File: src/rtl/dmt_pkg.sv
package dmt_pkg;
  localparam logic [7:0] CTRL_BASE  = 8'h00;
  localparam logic [7:0] MATCH_BASE = 8'h18;
  localparam logic [7:0] CNT_BASE   = 8'h48;
  localparam logic [7:0] STAT_OFS   = 8'h60;
  localparam int CTRL_W   = 2;
  localparam int CTRL_RUN = 0;
  localparam int CTRL_IE  = 1;
endpackage

File: src/rtl/dmt_decode.sv
module dmt_decode #(
  parameter int N_TMR  = 2,
  parameter int ADDR_W = 8
) (
  input  logic [ADDR_W-1:0] addr_i,
  output logic [N_TMR-1:0]  sel_ctrl_o,
  output logic [N_TMR-1:0]  sel_match_o,
  output logic [N_TMR-1:0]  sel_cnt_o,
  output logic              sel_stat_o
);
  import dmt_pkg::*;

  localparam logic [ADDR_W-1:0] A_STAT = ADDR_W'(int'(STAT_OFS));

  for (genvar g = 0; g < N_TMR; g++) begin : g_sel
    localparam logic [ADDR_W-1:0] A_CTRL  = ADDR_W'(int'(CTRL_BASE) + 4 * g);
    localparam logic [ADDR_W-1:0] A_MATCH = ADDR_W'(int'(MATCH_BASE) + 4 * g);
    localparam logic [ADDR_W-1:0] A_CNT   = ADDR_W'(int'(CNT_BASE) + 4 * g);
    assign sel_ctrl_o[g]  = (addr_i == A_CTRL);
    assign sel_match_o[g] = (addr_i == A_MATCH);
    assign sel_cnt_o[g]   = (addr_i == A_CNT);
  end

  assign sel_stat_o = (addr_i == A_STAT);
endmodule

File: src/rtl/dmt_channel.sv
module dmt_channel #(
  parameter int DATA_W = 32
) (
  input  logic              clk_i,
  input  logic              rst_ni,
  input  logic              ctrl_we_i,
  input  logic              match_we_i,
  input  logic              cnt_we_i,
  input  logic [DATA_W-1:0] wdata_i,
  output logic              run_o,
  output logic              ie_o,
  output logic [DATA_W-1:0] cnt_o,
  output logic [DATA_W-1:0] match_o,
  output logic              hit_o
);
  import dmt_pkg::*;

  logic [CTRL_W-1:0] ctrl_q;
  logic [DATA_W-1:0] cnt_q, match_q;

  always_ff @(posedge clk_i or negedge rst_ni) begin
    if (!rst_ni) begin
      ctrl_q  <= '0;
      match_q <= '0;
    end else begin
      if (ctrl_we_i)  ctrl_q  <= wdata_i[CTRL_W-1:0];
      if (match_we_i) match_q <= wdata_i;
    end
  end

  // load beats increment
  always_ff @(posedge clk_i or negedge rst_ni) begin
    if (!rst_ni)                cnt_q <= '0;
    else if (cnt_we_i)          cnt_q <= wdata_i;
    else if (ctrl_q[CTRL_RUN])  cnt_q <= cnt_q + DATA_W'(1);
  end

  assign run_o   = ctrl_q[CTRL_RUN];
  assign ie_o    = ctrl_q[CTRL_IE];
  assign cnt_o   = cnt_q;
  assign match_o = match_q;
  assign hit_o   = ctrl_q[CTRL_RUN] & (cnt_q == match_q) & ~cnt_we_i;
endmodule

File: src/rtl/dmt_status.sv
module dmt_status #(
  parameter int N_TMR = 2
) (
  input  logic             clk_i,
  input  logic             rst_ni,
  input  logic [N_TMR-1:0] set_i,
  input  logic [N_TMR-1:0] clr_i,
  output logic [N_TMR-1:0] status_o
);
  logic [N_TMR-1:0] status_q;

  // hardware set dominates a same-cycle clear
  always_ff @(posedge clk_i or negedge rst_ni) begin
    if (!rst_ni) status_q <= '0;
    else         status_q <= (status_q & ~clr_i) | set_i;
  end

  assign status_o = status_q;
endmodule

File: src/rtl/dual_match_timer.sv
module dual_match_timer #(
  parameter int N_TMR  = 2,
  parameter int DATA_W = 32,
  parameter int ADDR_W = 8
) (
  input  logic              clk_i,
  input  logic              rst_ni,
  input  logic              wr_en_i,
  input  logic [ADDR_W-1:0] addr_i,
  input  logic [DATA_W-1:0] wdata_i,
  output logic [DATA_W-1:0] rdata_o,
  output logic [N_TMR-1:0]  irq_o
);
  logic [N_TMR-1:0] sel_ctrl, sel_match, sel_cnt;
  logic             sel_stat;
  logic [N_TMR-1:0] run, ie, hit, cnt_ld, ev_set, ev_clr, status;
  logic [N_TMR-1:0][DATA_W-1:0] cnt, match;

  dmt_decode #(.N_TMR(N_TMR), .ADDR_W(ADDR_W)) u_dec (
    .addr_i      (addr_i),
    .sel_ctrl_o  (sel_ctrl),
    .sel_match_o (sel_match),
    .sel_cnt_o   (sel_cnt),
    .sel_stat_o  (sel_stat)
  );

  for (genvar g = 0; g < N_TMR; g++) begin : g_tmr
    assign cnt_ld[g] = wr_en_i & sel_cnt[g];
    dmt_channel #(.DATA_W(DATA_W)) u_ch (
      .clk_i      (clk_i),
      .rst_ni     (rst_ni),
      .ctrl_we_i  (wr_en_i & sel_ctrl[g]),
      .match_we_i (wr_en_i & sel_match[g]),
      .cnt_we_i   (cnt_ld[g]),
      .wdata_i    (wdata_i),
      .run_o      (run[g]),
      .ie_o       (ie[g]),
      .cnt_o      (cnt[g]),
      .match_o    (match[g]),
      .hit_o      (hit[g])
    );
    assign ev_set[g] = hit[g] & ie[g];
  end

  assign ev_clr = {N_TMR{wr_en_i & sel_stat}} & wdata_i[N_TMR-1:0];

  dmt_status #(.N_TMR(N_TMR)) u_stat (
    .clk_i    (clk_i),
    .rst_ni   (rst_ni),
    .set_i    (ev_set),
    .clr_i    (ev_clr),
    .status_o (status)
  );

  assign irq_o = status & ie;

  always_comb begin
    rdata_o = '0;
    if (sel_stat) rdata_o[N_TMR-1:0] = status;
    for (int i = 0; i < N_TMR; i++) begin
      if (sel_ctrl[i])  rdata_o = DATA_W'({ie[i], run[i]});
      if (sel_match[i]) rdata_o = match[i];
      if (sel_cnt[i])   rdata_o = cnt[i];
    end
  end
endmodule

File: config.mk
export PLATFORM = sky130hd
export DESIGN_NAME = dual_match_timer
export DESIGN_NICKNAME = d
export VERILOG_FILES = /design/src/rtl/dmt_pkg.sv /design/src/rtl/dmt_decode.sv /design/src/rtl/dmt_channel.sv /design/src/rtl/dmt_status.sv /design/src/rtl/dual_match_timer.sv
export SDC_FILE = /design/constraint.sdc
export NUM_CORES = 1
export LEC_CHECK = 0
export BUFFER_PORTS_ARGS = -buffer_cell sky130_fd_sc_hd__buf_2
export CORE_ASPECT_RATIO = 0.7
export CORE_MARGIN = 2
export CORE_UTILIZATION = 38
export CTS_CLUSTER_DIAMETER = 200
export DETAILED_ROUTE_END_ITERATION = 12
export GPL_TIMING_DRIVEN = 1
export PLACE_DENSITY = 0.63
export SETUP_SLACK_MARGIN = 0.5
export SYNTH_ARGS = -nofsm -noshare
export SYNTH_HDL_FRONTEND = slang
export SYNTH_HIERARCHICAL = 1
export SYNTH_SLANG_ARGS = --single-unit
File: constraint.sdc
create_clock -name clk_i -period 6.4 [get_ports clk_i]
set_input_delay 0.32 -clock clk_i [delete_from_list [all_inputs] [get_ports clk_i]]
set_output_delay 0.32 -clock clk_i [all_outputs]
set_load 0.02 [all_outputs]
# [After elaboration in Yosys (flattened, before gate mapping)]
# Index checks and enable logic that the tools add are counted.
[op_classes] addsub=2 eq_ne=8 n_mux=11 bitwise=20 n_reduce_logical=3
[ops] operator="2-to-1 mux 32 bit" n=9
[ops] operator="adder 32 x 1 -> 32 bit, second input constant" n=2
[ops] operator="== test 32 bit" n=2
[ops] operator="== test 8 x 7 -> 1 bit, second input constant" n=3
[ops] operator="== test 8 x 5 -> 1 bit, second input constant" n=2
[ops] operator="bitwise AND 1 bit" n=13
[ops] operator="== test 8 x 3 -> 1 bit, second input constant" n=1
[ops] operator="logical NOT 8 bit" n=1
[ops] operator="bitwise AND 2 bit" n=3
[ops] operator="2-to-1 mux 2 bit" n=2
[ops] operator="nonzero test 2 bit" n=2
[ops] operator="inverter 1 bit" n=2
[ops] operator="inverter 2 bit" n=1
[ops] operator="bitwise OR 2 bit" n=1
[totals] ff_bits=134

# [Depth between registers and ports, before layout]
[logic_depth] ltp_word=8 depth_mapped=12 depth_no_buf=9

# [Modules after synthesis]
# Netlist, hierarchy kept.
[by_module_without_submodules] module="dmt_channel" n_inst=2 cells_each=344 area_each_um2=3572.2 seq_area_each_um2=1651.6
[by_module_without_submodules] module="dual_match_timer" n_inst=1 cells_each=177 area_each_um2=1244.9 seq_area_each_um2=0.0
[by_module_without_submodules] module="dmt_decode" n_inst=1 cells_each=15 area_each_um2=123.9 seq_area_each_um2=0.0
[by_module_without_submodules] module="dmt_status" n_inst=1 cells_each=6 area_each_um2=72.6 seq_area_each_um2=50.0

# [Least setup slack after synthesis]
# OpenSTA, ideal clock, no wires.
[synth_path] path_type="input -> register" startpoint="input addr_i[4]" endpoint="register u_stat.status_q[1] (netlist: u_stat/status_o[1])" setup_ns=0.118 arrival_time_ns=2.481 required_time_ns=6.282 slack_ns=3.801 path_stages=12 cell_sequence="nor3_1 and4_1 clkbuf_1 buf_2 and2_1 clkbuf_1 clkinv_1 and3_1 nand4_1 nor3_1 and2_1 a21o_1"
[synth_via] elab_chain_cells=6 word_cells_on_any_way=11
[synth_rtl] element="start: declaration" line="dual_match_timer.sv:9" source="input logic [ADDR_W-1:0] addr_i,"
[synth_rtl] element="== test 8 x 7 -> 1 bit" line="dmt_decode.sv:21" source="assign sel_cnt_o[g] = (addr_i == A_CNT);"
[synth_rtl] element="named net sel_cnt[1]" line="dual_match_timer.sv:14" source="logic [N_TMR-1:0] sel_ctrl, sel_match, sel_cnt;"
[synth_rtl] element="bitwise AND 1 bit" line="dual_match_timer.sv:28" source="assign cnt_ld[g] = wr_en_i & sel_cnt[g];"
[synth_rtl] element="named net cnt_ld[1]" line="dual_match_timer.sv:16" source="logic [N_TMR-1:0] run, ie, hit, cnt_ld, ev_set, ev_clr, status;"
[synth_rtl] element="inverter 1 bit" line="dmt_channel.sv:42" source="assign hit_o = ctrl_q[CTRL_RUN] & (cnt_q == match_q) & ~cnt_we_i;"
[synth_rtl] element="bitwise AND 1 bit" line="dmt_channel.sv:42"
[synth_rtl] element="named net hit[1]" line="dual_match_timer.sv:16"
[synth_rtl] element="bitwise AND 1 bit" line="dual_match_timer.sv:42" source="assign ev_set[g] = hit[g] & ie[g];"
[synth_rtl] element="named net ev_set[1]" line="dual_match_timer.sv:16"
[synth_rtl] element="bitwise OR 2 bit" line="dmt_status.sv:15" source="else status_q <= (status_q & ~clr_i) | set_i;"
[synth_rtl] element="end signal: assignment" line="dmt_status.sv:15"
[synth_rtl] element="end: declaration" line="dmt_status.sv:10" source="logic [N_TMR-1:0] status_q;"
# The timed path passes the listed nets, and every way through them passes these cells.
# A chain may end at the register's enable or synchronous reset.

# [Worst setup path in the final report]
# Ends and elaborated chain as after synthesis.

==> flow_summary_export.csv <==
group,metric,value,unit
run_status,status,"complete, but fails checks",
run_status,violations,"hold timing",
place,finalWeightedCongestion,0.857,
timing,relSlewSlack,0.322,
logic_synthesis,synth_top_area_share,0.391,
global_route,first_global_vias,6742,
logic_synthesis,synth.area.top_cells,"dfrtp_1 (39%), mux2_2 (8.9%), xor2_1 (6.5%)",
cts,cts_setup_buffers,0,
cts,cts_max_path_buffers,2,
timing,setup-violations-final,0,
critical_path,critPathMaxFanout,65,
cts,cts_tree,"done",
route,wl_per_cell,22.2,um
logic_synthesis,synth_cell_types,55,
cells_and_area,most-common-layout-cells,"dfrtp_1 (134), buf_2 (75), mux2_2 (68)",
floorplan,pin_count,77,
timing,tns,0,ns
timing,maxSlewViolCount,0,
power_and_ir_drop,p_int,1780,uW
cells_and_area,drive_gt1_frac,0.235,
logic_synthesis,synth_area,8590,um2
route,viasPerCell,6.00,
cells_and_area,syn2layout_area_growth,12.8,%
floorplan,die_x,184,um
logic_synthesis,async_flop_share,1.00,
global_route,grt_first_pass_wirelength,41400,um
cts,root_buffer,"clkbuf_16",
floorplan,die-area,23800,um2
hold_path,hold_class,"in -> async",
global_route,grt_max_degree,93,
route,drt_iter0_drc,860,
logic_synthesis,synth_cells,886,
critical_path,crit_required,6.72,ns
cts,clock_latency,0.43,ns
critical_path,crit_type,"in -> reg",
critical_path,end_kind,"flop",
route,dr_total_vias,7323,
route,antenna_left,0,
logic_synthesis,synth.avg_cell_area,9.69,um2
critical_path,arrival,3.83,ns
cts,cts_resized,0,
timing,rsz0062_at_grt,"no",
cts,cts_buffers,17,
cts,clk_pin_slew_worst_paths,0.06,ns
timing,tightest_slew,1.01,ns
timing,whs,-0.0158,ns
place,io_buffers,76,
logic_synthesis,synth_nets,931,
critical_path,cp-start-kind,"input pin",
logic_synthesis,synth_top_cell_by_area,"dfrtp_1",
run,cap_violations,0,
timing,period_minus_slack,3.50,ns
power_and_ir_drop,powerDensity,283,nW/um2
global_route,grt-ovfl-total,0,
floorplan,core-area,21900,um2
power_and_ir_drop,ir_drop,0.198,mV
power_and_ir_drop,comb_power_share,0.189,
global_route,antenna_found_initial,1,
logic_synthesis,synthFlopType,"dfrtp_1",
place,post-dp-hpwl,19700,um
power_and_ir_drop,switchingPower,960,uW
route,drt_pass1_iterations,5,
timing,report.final.hold_viol_count,4,
power_and_ir_drop,p_leak,0.00419,uW
timing,post-route-period-util,0.547,
power_and_ir_drop,p_clk_frac,0.366,
power_and_ir_drop,netSwitchingFraction,0.350,
logic_synthesis,yosys_warnings,6,
cts,htreeDepth,4,
floorplan,die_h,130,um
floorplan,initial_core_util,0.392,
floorplan,rows,45,
timing,fmax,0.286,GHz
cts,postCtsHoldBufs,0,
cells_and_area,nNetsFinal,968,
global_route,grt_use_total,0.233,
logic_synthesis,synth-seq-cells,134,
timing,fin_skew,0.0113,ns
route,post-route-drc-count,0,
cts,cts.sinks,134,
logic_synthesis,synth-edff-count,0,
logic_synthesis,yosysSeqAreaShare,0.391,
power_and_ir_drop,p_seq_frac,0.445,
route,drt-total-wl,27100,um
cells_and_area,layout_commonest_cell,"dfrtp_1",
==> power by group through the flow <==
| stage | Combinational [uW] | Sequential, uW | Clock, uW |
|---|---|---|---|
| after detailed placement | 513 | 1230 | 0 |
| after global routing | 582 | 1240 | 1050 |
| final | 519 | 1220 | 1000 |
| after CTS | 517 | 1210 | 1010 |
| after floorplan | 457 | 1090 | 0 |
| after global placement | 503 | 1220 | 0 |
==> flip-flops by register name, indices dropped and copies added (netlist names) <==
name / count
u_stat/status_o: 2
g_tmr.u_ch/ctrl_q: 4
g_tmr.u_ch/cnt_o: 64
g_tmr.u_ch/match_o: 64
==> routing by layer <==
layer | GRT usage | vias up | part of all wire
met5 | 0 | - | 0
met4 | 0.0602 | 0 | 0.014
met3 | 0.0536 | 27 | 0.081
met2 | 0.315 | 274 | 0.41
met1 | 0.368 | 3658 | 0.50
li1 | - | 3364 | -
==> cell families (layout without fill, tap and decap cells) <==
logic type,Yosys count,count (layout),synth area share
and+or+nand+nor,279,279,0.189
AOI/OAI and AO/OA,202,202,0.180
DFF,134,134,0.391
buffers and inverters,109,159,0.0546
xor gates and xnor gates,90,90,0.0918
muxes,70,70,0.0915
adders and majority gates,2,2,0.00291
other,0,2,0
==> synth_stat cells (all sizes together) (28+ instances only) <==
cell type	number
a221oi	32
clkbuf	31
o21ai	38
mux2	68
buf	34
dfrtp	134
a21oi	34
a22o	28
inv	42
nor2	38
xor2	64
nand2	65
==> worst paths after layout <==
path / startpoint / endpoint / slack (ns) / cells after the start
worst max-delay path: addr_i[4] / u_stat/status_o[1] / 2.90 / 12
worst min-delay path: rst_ni / g_tmr[1].u_ch/cnt_o[2] / -0.02 / 1
worst max register to register: g_tmr[0].u_ch/ctrl_q[0] / g_tmr[0].u_ch/cnt_o[27] / 3.98 / 4
worst min register to register: u_stat/status_o[0] / u_stat/status_o[0] / 0.54 / 1
max in group asynchronous: rst_ni / g_tmr[0].u_ch/match_o[14] / 5.27 / 2
min in group clk_i: wdata_i[19] / g_tmr[0].u_ch/cnt_o[19] / 0.21 / 3
==> worst max-delay path, stage by stage <==
cell,delay [ns]
buf_2,0.12
nor3_1,0.38
and4_2,0.29
buf_4,0.59
and2_1,0.22
buf_4,0.36
clkinv_1,0.68
and3_1,0.40
nand4_1,0.09
nor3_1,0.05
and2_1,0.15
a21o_1,0.14
==> final cells by class <==
type	instances	area (um2)
sequential	134	3350
multi-input combinational	643	4770
antenna	2	5.00
clock inverter	12	128
clock buffer	20	467
fill	2104	12200
inverter	44	165
timing repair buffer	83	439
tap	282	353
==> stage by stage <==
stage	utilization	cell area [um2]	setup WS [ns]	total power [uW]	cells
finish	0.442	9680	2.90	2740	1220
global route	0.442	9680	2.59	2880	1218
CTS	0.442	9680	2.98	2750	1218
detailed placement	0.415	9080	2.52	1740	1186
global placement	0.415	9080	2.59	1720	1186
floorplan	-	8590	3.80	1540	886
(Power assumes the default switching activity.)
